===== config.mk =====
export PLATFORM = sky130hd
export DESIGN_NAME = lrsc_reserve_unit
export DESIGN_NICKNAME = d
export VERILOG_FILES = /design/src/rtl/lrsc_pkg.sv /design/src/rtl/lrsc_bus_attr.sv /design/src/rtl/lrsc_resv_track.sv /design/src/rtl/lrsc_ctrl.sv /design/src/rtl/lrsc_reserve_unit.sv
export SDC_FILE = /design/constraint.sdc
export NUM_CORES = 1
export LEC_CHECK = 0
export BUFFER_PORTS_ARGS = -buffer_cell sky130_fd_sc_hd__buf_2
export CORE_MARGIN = 3
export CORE_UTILIZATION = 48
export CTS_CLUSTER_DIAMETER = 150
export CTS_CLUSTER_SIZE = 20
export DETAILED_ROUTE_END_ITERATION = 16
export PLACE_DENSITY = 0.77
export SLEW_MARGIN = 25
export SYNTH_ARGS = -nofsm -noshare
export SYNTH_HDL_FRONTEND = slang
export SYNTH_SLANG_ARGS = --single-unit

===== constraint.sdc =====
create_clock -name clk -period 1.8 [get_ports clk]
set_input_delay 0.09 -clock clk [delete_from_list [all_inputs] [get_ports clk]]
set_output_delay 0.09 -clock clk [all_outputs]
set_load 0.1 [all_outputs]

===== src/rtl/lrsc_pkg.sv =====
package lrsc_pkg;

  typedef enum logic [0:0] {
    ST_IDLE = 1'b0,
    ST_BUS  = 1'b1
  } ctrl_state_t;

  typedef struct packed {
    logic need_bus;
    logic carry_resv;
    logic single_beat;
    logic force_wt;
  } bus_attr_t;

endpackage


===== src/rtl/lrsc_bus_attr.sv =====
module lrsc_bus_attr
  import lrsc_pkg::*;
(
  input  logic      is_sc,
  input  logic      cacheable,
  input  logic      wr_thru,
  input  logic      locked,
  input  logic      hit,
  output bus_attr_t attr
);
  logic private_region;

  always_comb begin
    private_region   = cacheable & ~locked;
    attr.need_bus    = is_sc | ~hit;
    attr.carry_resv  = ~hit & ~private_region;
    attr.single_beat = is_sc | ~private_region;
    attr.force_wt    = is_sc | wr_thru;
  end
endmodule


===== src/rtl/lrsc_resv_track.sv =====
module lrsc_resv_track #(
  parameter int LINE_W = 28
) (
  input  logic              clk,
  input  logic              rst,
  input  logic              set_en,
  input  logic [LINE_W-1:0] set_line,
  input  logic              consume_en,
  input  logic              snp_valid,
  input  logic              snp_write,
  input  logic [LINE_W-1:0] snp_line,
  input  logic [LINE_W-1:0] query_line,
  output logic              vld,
  output logic [LINE_W-1:0] line_q,
  output logic              intact
);
  logic snp_kill;

  always_comb begin
    snp_kill = vld & snp_valid & snp_write & (snp_line == line_q);
    intact   = vld & (query_line == line_q) & ~snp_kill;
  end

  always_ff @(posedge clk) begin
    if (rst) begin
      vld    <= 1'b0;
      line_q <= '0;
    end else if (set_en) begin
      vld    <= 1'b1;
      line_q <= set_line;
    end else if (consume_en || snp_kill) begin
      vld <= 1'b0;
    end
  end
endmodule


===== src/rtl/lrsc_ctrl.sv =====
module lrsc_ctrl
  import lrsc_pkg::*;
#(
  parameter int ADDR_W = 32
) (
  input  logic              clk,
  input  logic              rst,
  input  logic              req_fire,
  input  logic              req_sc,
  input  logic [ADDR_W-1:0] req_addr,
  input  logic              hit,
  input  bus_attr_t         attr,
  input  logic              sc_ok,
  input  logic              bus_ack,
  output logic              ready,
  output logic              bus_req,
  output logic              bus_we,
  output logic              bus_resv,
  output logic              bus_single,
  output logic              bus_wt,
  output logic [ADDR_W-1:0] bus_addr,
  output logic              resp_done,
  output logic              resp_pass,
  output logic              line_upd
);
  ctrl_state_t state;
  logic        sc_q;
  logic        hit_q;

  assign ready = (state == ST_IDLE);

  always_ff @(posedge clk) begin
    if (rst) begin
      state      <= ST_IDLE;
      sc_q       <= 1'b0;
      hit_q      <= 1'b0;
      bus_req    <= 1'b0;
      bus_we     <= 1'b0;
      bus_resv   <= 1'b0;
      bus_single <= 1'b0;
      bus_wt     <= 1'b0;
      bus_addr   <= '0;
      resp_done  <= 1'b0;
      resp_pass  <= 1'b0;
      line_upd   <= 1'b0;
    end else begin
      resp_done <= 1'b0;
      resp_pass <= 1'b0;
      line_upd  <= 1'b0;
      case (state)
        ST_IDLE: begin
          if (req_fire) begin
            sc_q  <= req_sc;
            hit_q <= hit;
            if (req_sc && !sc_ok) begin
              resp_done <= 1'b1;
            end else if (attr.need_bus) begin
              state      <= ST_BUS;
              bus_req    <= 1'b1;
              bus_we     <= req_sc;
              bus_resv   <= attr.carry_resv;
              bus_single <= attr.single_beat;
              bus_wt     <= attr.force_wt;
              bus_addr   <= req_addr;
            end else begin
              resp_done <= 1'b1;
            end
          end
        end
        ST_BUS: begin
          if (bus_ack) begin
            state      <= ST_IDLE;
            bus_req    <= 1'b0;
            bus_we     <= 1'b0;
            bus_resv   <= 1'b0;
            bus_single <= 1'b0;
            bus_wt     <= 1'b0;
            resp_done  <= 1'b1;
            resp_pass  <= sc_q;
            line_upd   <= sc_q & hit_q;
          end
        end
        default: state <= ST_IDLE;
      endcase
    end
  end
endmodule


===== src/rtl/lrsc_reserve_unit.sv =====
module lrsc_reserve_unit
  import lrsc_pkg::*;
#(
  parameter int ADDR_W     = 32,
  parameter int LINE_BYTES = 16
) (
  input  logic              clk,
  input  logic              rst,
  input  logic              req_valid,
  input  logic              req_sc,
  input  logic [ADDR_W-1:0] req_addr,
  input  logic              attr_cacheable,
  input  logic              attr_wr_thru,
  input  logic              attr_locked,
  input  logic              cache_hit,
  output logic              req_ready,
  input  logic              snp_valid,
  input  logic              snp_write,
  input  logic [ADDR_W-1:0] snp_addr,
  input  logic              bus_ack,
  output logic              bus_req,
  output logic              bus_we,
  output logic              bus_resv,
  output logic              bus_single,
  output logic              bus_wt,
  output logic [ADDR_W-1:0] bus_addr,
  output logic              resp_done,
  output logic              resp_pass,
  output logic              line_upd,
  output logic              resv_valid
);
  localparam int OFF_W  = (LINE_BYTES > 1) ? $clog2(LINE_BYTES) : 1;
  localparam int LINE_W = ADDR_W - OFF_W;

  logic              req_fire;
  logic              sc_ok;
  logic [LINE_W-1:0] resv_line_q;
  bus_attr_t         attr;

  assign req_fire = req_valid & req_ready;

  lrsc_bus_attr u_attr (
    .is_sc     (req_sc),
    .cacheable (attr_cacheable),
    .wr_thru   (attr_wr_thru),
    .locked    (attr_locked),
    .hit       (cache_hit),
    .attr      (attr)
  );

  lrsc_resv_track #(.LINE_W(LINE_W)) u_track (
    .clk        (clk),
    .rst        (rst),
    .set_en     (req_fire & ~req_sc),
    .set_line   (req_addr[ADDR_W-1:OFF_W]),
    .consume_en (req_fire & req_sc),
    .snp_valid  (snp_valid),
    .snp_write  (snp_write),
    .snp_line   (snp_addr[ADDR_W-1:OFF_W]),
    .query_line (req_addr[ADDR_W-1:OFF_W]),
    .vld        (resv_valid),
    .line_q     (resv_line_q),
    .intact     (sc_ok)
  );

  lrsc_ctrl #(.ADDR_W(ADDR_W)) u_ctrl (
    .clk        (clk),
    .rst        (rst),
    .req_fire   (req_fire),
    .req_sc     (req_sc),
    .req_addr   (req_addr),
    .hit        (cache_hit),
    .attr       (attr),
    .sc_ok      (sc_ok),
    .bus_ack    (bus_ack),
    .ready      (req_ready),
    .bus_req    (bus_req),
    .bus_we     (bus_we),
    .bus_resv   (bus_resv),
    .bus_single (bus_single),
    .bus_wt     (bus_wt),
    .bus_addr   (bus_addr),
    .resp_done  (resp_done),
    .resp_pass  (resp_pass),
    .line_upd   (line_upd)
  );
endmodule


# After elaboration in Yosys (flattened, before gate mapping)
# Cells that the tools add are included.
# classes
n_bitwise,22
eq_ne,6
n_reduce_logical,8
mux,33
# ops
op,n
== test 28 bit,2
2-to-1 mux 1 bit,26
one-hot mux 1 bit (2 select lines),7
bitwise AND 1 bit,11
NOT 1 bit,8
AND reduction 4 bit,2
"!= test 2 x 1 -> 1 bit, second input constant",2
"!= test 2 bit, second input constant",2
bitwise OR 1 bit,3
OR reduction 3 bit,1
AND reduction 2 bit,1
nonzero test 2 bit,1
logical AND 1 bit,1
logical NOT 1 bit,1
logical OR 1 bit,1
# word_totals
output_inout_bits,42
input_bits,75
wordCells,83
regBits,72

# Logic depth before layout (Yosys ltp)
# logic_depth
ltp_word,10
depth_mapped,7
depth_no_buf,5

# By module
# From an unflattened synthesis, not the netlist that was laid out.
# hier_totals
cells_unflattened,382
area_unflattened_um2,3508.4
# modules_own_cells
mod,seq_area_each_um2,n_inst,area_each_um2,cells_each
lrsc_ctrl,860.8,1,1819.2,201
lrsc_resv_track,580.6,1,1637.8,173
lrsc_bus_attr,0.0,1,28.8,5
lrsc_reserve_unit,0.0,1,22.5,3

# Worst setup path after synthesis
# Ideal clock, no wire load.
# synth_timing
path_type,register to register
from,reg u_track.vld
to,reg u_ctrl.bus_addr[0]
path_stages_with_launch,7
path_slack_ns,-0.681
required_time_ns,1.679
t_arrival_ns,2.359
setup_time_ns,0.121
period_less_slack_ns,2.481
cell_sequence,dfxtp_1 nand3_1 nor2_1 nand4_1 o2111ai_4 buf_6 mux2_4
# synth_via
elab_chain_cells,9
elab_cells_between_ends,10
classes_between,bitwise: 7; reduce/logical: 3
# synth_rtl
item,line,source
"start, declared",lrsc_resv_track.sv:13,"output logic vld,"
"start signal, assigned",lrsc_resv_track.sv:26,vld <= 1'b0;
"start signal, assigned",lrsc_resv_track.sv:29,vld <= 1'b1;
"start signal, assigned",lrsc_resv_track.sv:32,vld <= 1'b0;
bitwise AND 1 bit (3 in series),lrsc_resv_track.sv:20,snp_kill = vld & snp_valid & snp_write & (snp_line == line_q);
NOT 1 bit,lrsc_resv_track.sv:21,intact = vld & (query_line == line_q) & ~snp_kill;
bitwise AND 1 bit (*),lrsc_resv_track.sv:21,
logical NOT 1 bit (*),lrsc_ctrl.sv:55,if (req_sc && !sc_ok) begin
logical AND 1 bit (*),lrsc_ctrl.sv:55,
NOT 1 bit (no line) (*),--,
AND reduction 4 bit (no line) (*),--,
"end signal, assigned",lrsc_ctrl.sv:64,bus_addr <= req_addr;
"end, declared",lrsc_ctrl.sv:21,"output logic [ADDR_W-1:0] bus_addr,"
# Mark *: on every way between the ends. The rest lies on a longest branch, timed or not.
# A chain may end at the register's enable or synchronous reset.

# Worst setup path in the final report
# layout_timing
from,reg u_track.line_q[27]
to,reg u_ctrl.state
# layout_via
elab_chain_cells,9
elab_cells_between_ends,11
classes_between,eq/ne: 2; mux: 3; bitwise: 4; reduce/logical: 2
# layout_rtl
item,line,source
"start, declared",lrsc_resv_track.sv:14,"output logic [LINE_W-1:0] line_q,"
"start signal, assigned",lrsc_resv_track.sv:30,line_q <= set_line;
== test 28 bit,lrsc_resv_track.sv:20,
bitwise AND 1 bit,lrsc_resv_track.sv:20,
NOT 1 bit,lrsc_resv_track.sv:21,
bitwise AND 1 bit (*),lrsc_resv_track.sv:21,
logical NOT 1 bit (*),lrsc_ctrl.sv:55,
logical AND 1 bit (*),lrsc_ctrl.sv:55,
2-to-1 mux 1 bit (*),lrsc_ctrl.sv:55,
2-to-1 mux 1 bit (*),lrsc_ctrl.sv:52,if (req_fire) begin
one-hot mux 1 bit (2 select lines) (*),lrsc_ctrl.sv:50,case (state)
"end signal, assigned",lrsc_ctrl.sv:58,state <= ST_BUS;
"end signal, assigned",lrsc_ctrl.sv:72,state <= ST_IDLE;
"end signal, assigned",lrsc_ctrl.sv:83,default: state <= ST_IDLE;
"end, declared",lrsc_ctrl.sv:26,ctrl_state_t state;
# Marks and branches as above.

==> reports/qor.yml <==
status: "complete, but fails checks"
violations: "negative setup slack"
finish.instance_area_um2: 6108
hold_buffers: 0
synth.area.top_cells: "dfxtp_1 (34%), nand2_1 (17%), a21oi_1 (12%)"
worst_r2r_startpoint: "u_track.line_q[27]$_SDFFE_PP0P_"
die_w_um: 100.3
gp_congestion: 0.8872
synth_nets: 637
ys_async_sr_fraction_pct: 0
antenna_found_initial: 0
die_area_um2: 10060
p_leak_nw: 2.679
synth_edf_count: 0
antennaDiodeCount: 0
syn_avg_cell_area_um2: 7.596
rows: 33
ys_ff_latch: 72
setup_ws_ps: -320.3
required_ps: 2070
core_area_um2: 8423
worstHoldStart: "req_addr[31]"
wirelength_mm: 14.64
placed_area_um2: 5361
ant_nets: 0
synth_cell_type_count: 33
cts_tree: "yes"
ys.flop_type: "dfxtp_1"
period_share_pct: 117.8
drc_errors: 0
r2r_cells: 7
port_buffers: 112
r2r_slack_ps: -320
first_global_vias: 4542
worstPathArrival_ps: 2400
clk-insertion-delay-late_ps: 350
grt_max_degree: 108
numCtsBuffers: 9
path_max_fanout: 3
worst_pin_slew_ps: 498.8
whs_path_depth: 3
first_iter_violations: 281
pre_cts_slack_ps: -290.8
rsz0062_at_grt: "yes"
cts_root_buf: "clkbuf_8"
syn_to_final_growth_pct: 43.08
p_comb_share_pct: 24.5
ios: 117
max_freq_mhz: 471.6
maxCapViolCount: 0
cts.htree.levels: 3
switching_share_pct: 32.25
grt_overflow: 0
dr.pass1.iters: 5
final_common_cell: "nand2_1"
drive_gt1_share_pct: 40.63
wl_per_cell_um: 17.51
power.switching_mw: 1.443
num_vias: 4705
synth_top_area_cell: "dfxtp_1"
start_util_pct: 50.68
synthCells: 562
hold_viol: 0
hold_end: "u_track.line_q[27]$_SDFFE_PP0P_"
cts.path.max_buffers: 2
die_y_um: 100.3
clockPowerShare_pct: 37.2
ys_seq_area_share_pct: 33.76
slew_headroom_pct: 66.44
grt_usage_pct: 27.81
fin_crit_ps: 2120
powerDensity_nw_per_um2: 732.6
most-common-layout-cells: "nand2_1 (189), buf_2 (112), a21oi_1 (101), buf_4 (66), dfxtp_1 (52)"
endpoint_kind: "flop"
vias_per_cell: 5.628
numClockSinks: 72
clock_skew_ps: 11.95
maxSlewViolCount: 0
r2r-end: "u_ctrl.state$_SDFF_PP0_"
yosys.area.top_type_share_pct: 33.76
synthesis.area_um2: 4269
fillers: 664
grt_pass1_wl_mm: 22.16
clk_pin_slew_worst_paths_ps: 90
hp-class: "primary input to flop"
seqPwrFrac_pct: 38.4
finalSetupViolCount: 39
ir_drop_mv: 0.3611
dp_hpwl_mm: 9.847
nNetsFinal: 801
worst_setup_path_start_kind: "flop"
p_int_mw: 3.032
yosys_warnings: 0
crit_type: "flop to flop"
[state kept, by name, indices dropped and copies added, names as in the netlist]
name,cells
u_ctrl.bus_addr,32
u_ctrl.bus_req,1
u_ctrl.bus_resv,1
u_ctrl.bus_single,1
u_ctrl.bus_we,1
u_ctrl.bus_wt,1
u_ctrl.hit_q,1
u_ctrl.line_upd,1
u_ctrl.resp_done,1
u_ctrl.resp_pass,1
u_ctrl.sc_q,1
u_ctrl.state,1
u_track.line_q,28
u_track.vld,1
[stage by stage]
step / power (mW) / std cells / hold WS (ps) / utilization [%] / TNS [ps]
after floorplan: 2.338 / 562 / 218.4 / - / -2894
after global placement: 2.724 / 805 / 368.1 / 63.65 / -9742
after detailed placement: 2.744 / 805 / 376.1 / 63.65 / -9260
after CTS: 4.409 / 830 / 0.7781 / 69.46 / -9148
after global routing: 4.651 / 836 / 24.45 / 72.52 / -13130
final: 4.475 / 836 / 10.26 / 72.52 / -10080
[critical path: stages (launching register included)]
cell	delay, ps
dfxtp_2	350
xnor2_2	180
nand4_1	220
buf_4	190
nor4_1	480
o211ai_1	210
buf_4	200
a211oi_2	210
[cell type report]
| cell class | instances | area (um2) | share of cell area (%) |
|---|---|---|---|
| sequential | 72 | 1479 | 24.21 |
| timing repair buffer | 191 | 1315 | 21.53 |
| clock buffer | 10 | 137.6 | 2.253 |
| tap | 105 | 131.4 | 2.151 |
| clock inverter | 6 | 115.1 | 1.884 |
| inverter | 1 | 3.754 | 0.06145 |
| multi-input combinational | 451 | 2927 | 47.91 |
[worst max-delay path by stage]
stage,cells after the start,startpoint,endpoint,slack (ps)
3_5_place_dp,7,u_track.line_q[0]$_SDFFE_PP0P_,u_ctrl.bus_addr[28]$_SDFFE_PP0P_,-290
3_3_place_gp,6,u_track.line_q[1]$_SDFFE_PP0P_,u_ctrl.bus_resv$_SDFFE_PP0P_,-300
5_1_grt,8,u_track.line_q[16]$_SDFFE_PP0P_,u_ctrl.bus_addr[25]$_SDFFE_PP0P_,-370
2_1_floorplan,6,u_track.vld$_SDFFE_PP0P_,u_ctrl.bus_addr[0]$_SDFFE_PP0P_,-110
4_1_cts,8,u_track.line_q[0]$_SDFFE_PP0P_,u_ctrl.bus_addr[11]$_SDFFE_PP0P_,-290
6_report,7,u_track.line_q[27]$_SDFFE_PP0P_,u_ctrl.state$_SDFF_PP0_,-320
[power by group through the flow]
stage               Clock [mW]  Sequential [mW]  Combinational (mW)
finish                    1.66             1.72                1.10
global route              1.76             1.72                1.17
CTS                       1.66             1.71                1.03
detailed placement           0             1.75               0.999
global placement             0             1.74               0.982
floorplan                    0             1.95               0.384
[layer usage]
layer	routed length (um)	global-route usage [%]	part of all wire (%)	vias to the layer above
met5	0	0	0	-
met4	407	9.534	2.8	0
met3	1058	4.795	7.2	40
met2	7075	46.02	48	216
met1	6097	36.60	42	2226
li1	-	-	-	2223
[kinds of logic after synthesis]
logic type	count (synthesis)	share of synthesized area, %
AO/OA/AOI/OAI	114	14.42
XOR/XNOR	56	11.49
buffers and inverters	39	4.015
flip-flops	72	33.76
multiplexers	34	11.43
AND/OR/NAND/NOR	247	24.88
[timing repair]
action,4_1_cts,5_1_grt
hold endpoints to repair,0,0
gates resized for setup,22,37
setup buffers,9,5
pin swaps,5,12
gates cloned,2,2
endpoints found under the setup margin,39,40
[cell usage after synthesis, types with 2 or more instances]
cell and count:
mux2_4 28, buf_2 2, a21oi_1 101, dfxtp_1 72, nor2_1 9, nor2b_1 2
xor2_1 28, xnor2_1 28, a211oi_1 3, nand4_1 13, o211ai_1 2, mux2_2 6
nand2b_1 2, a31oi_1 2, o21ai_0 2, nor3_1 6, nand2_1 190, nor4_1 14
nand3_1 5, buf_1 2, clkbuf_1 31, buf_6 3
Note: power is estimated with default switching activity, not from simulation.
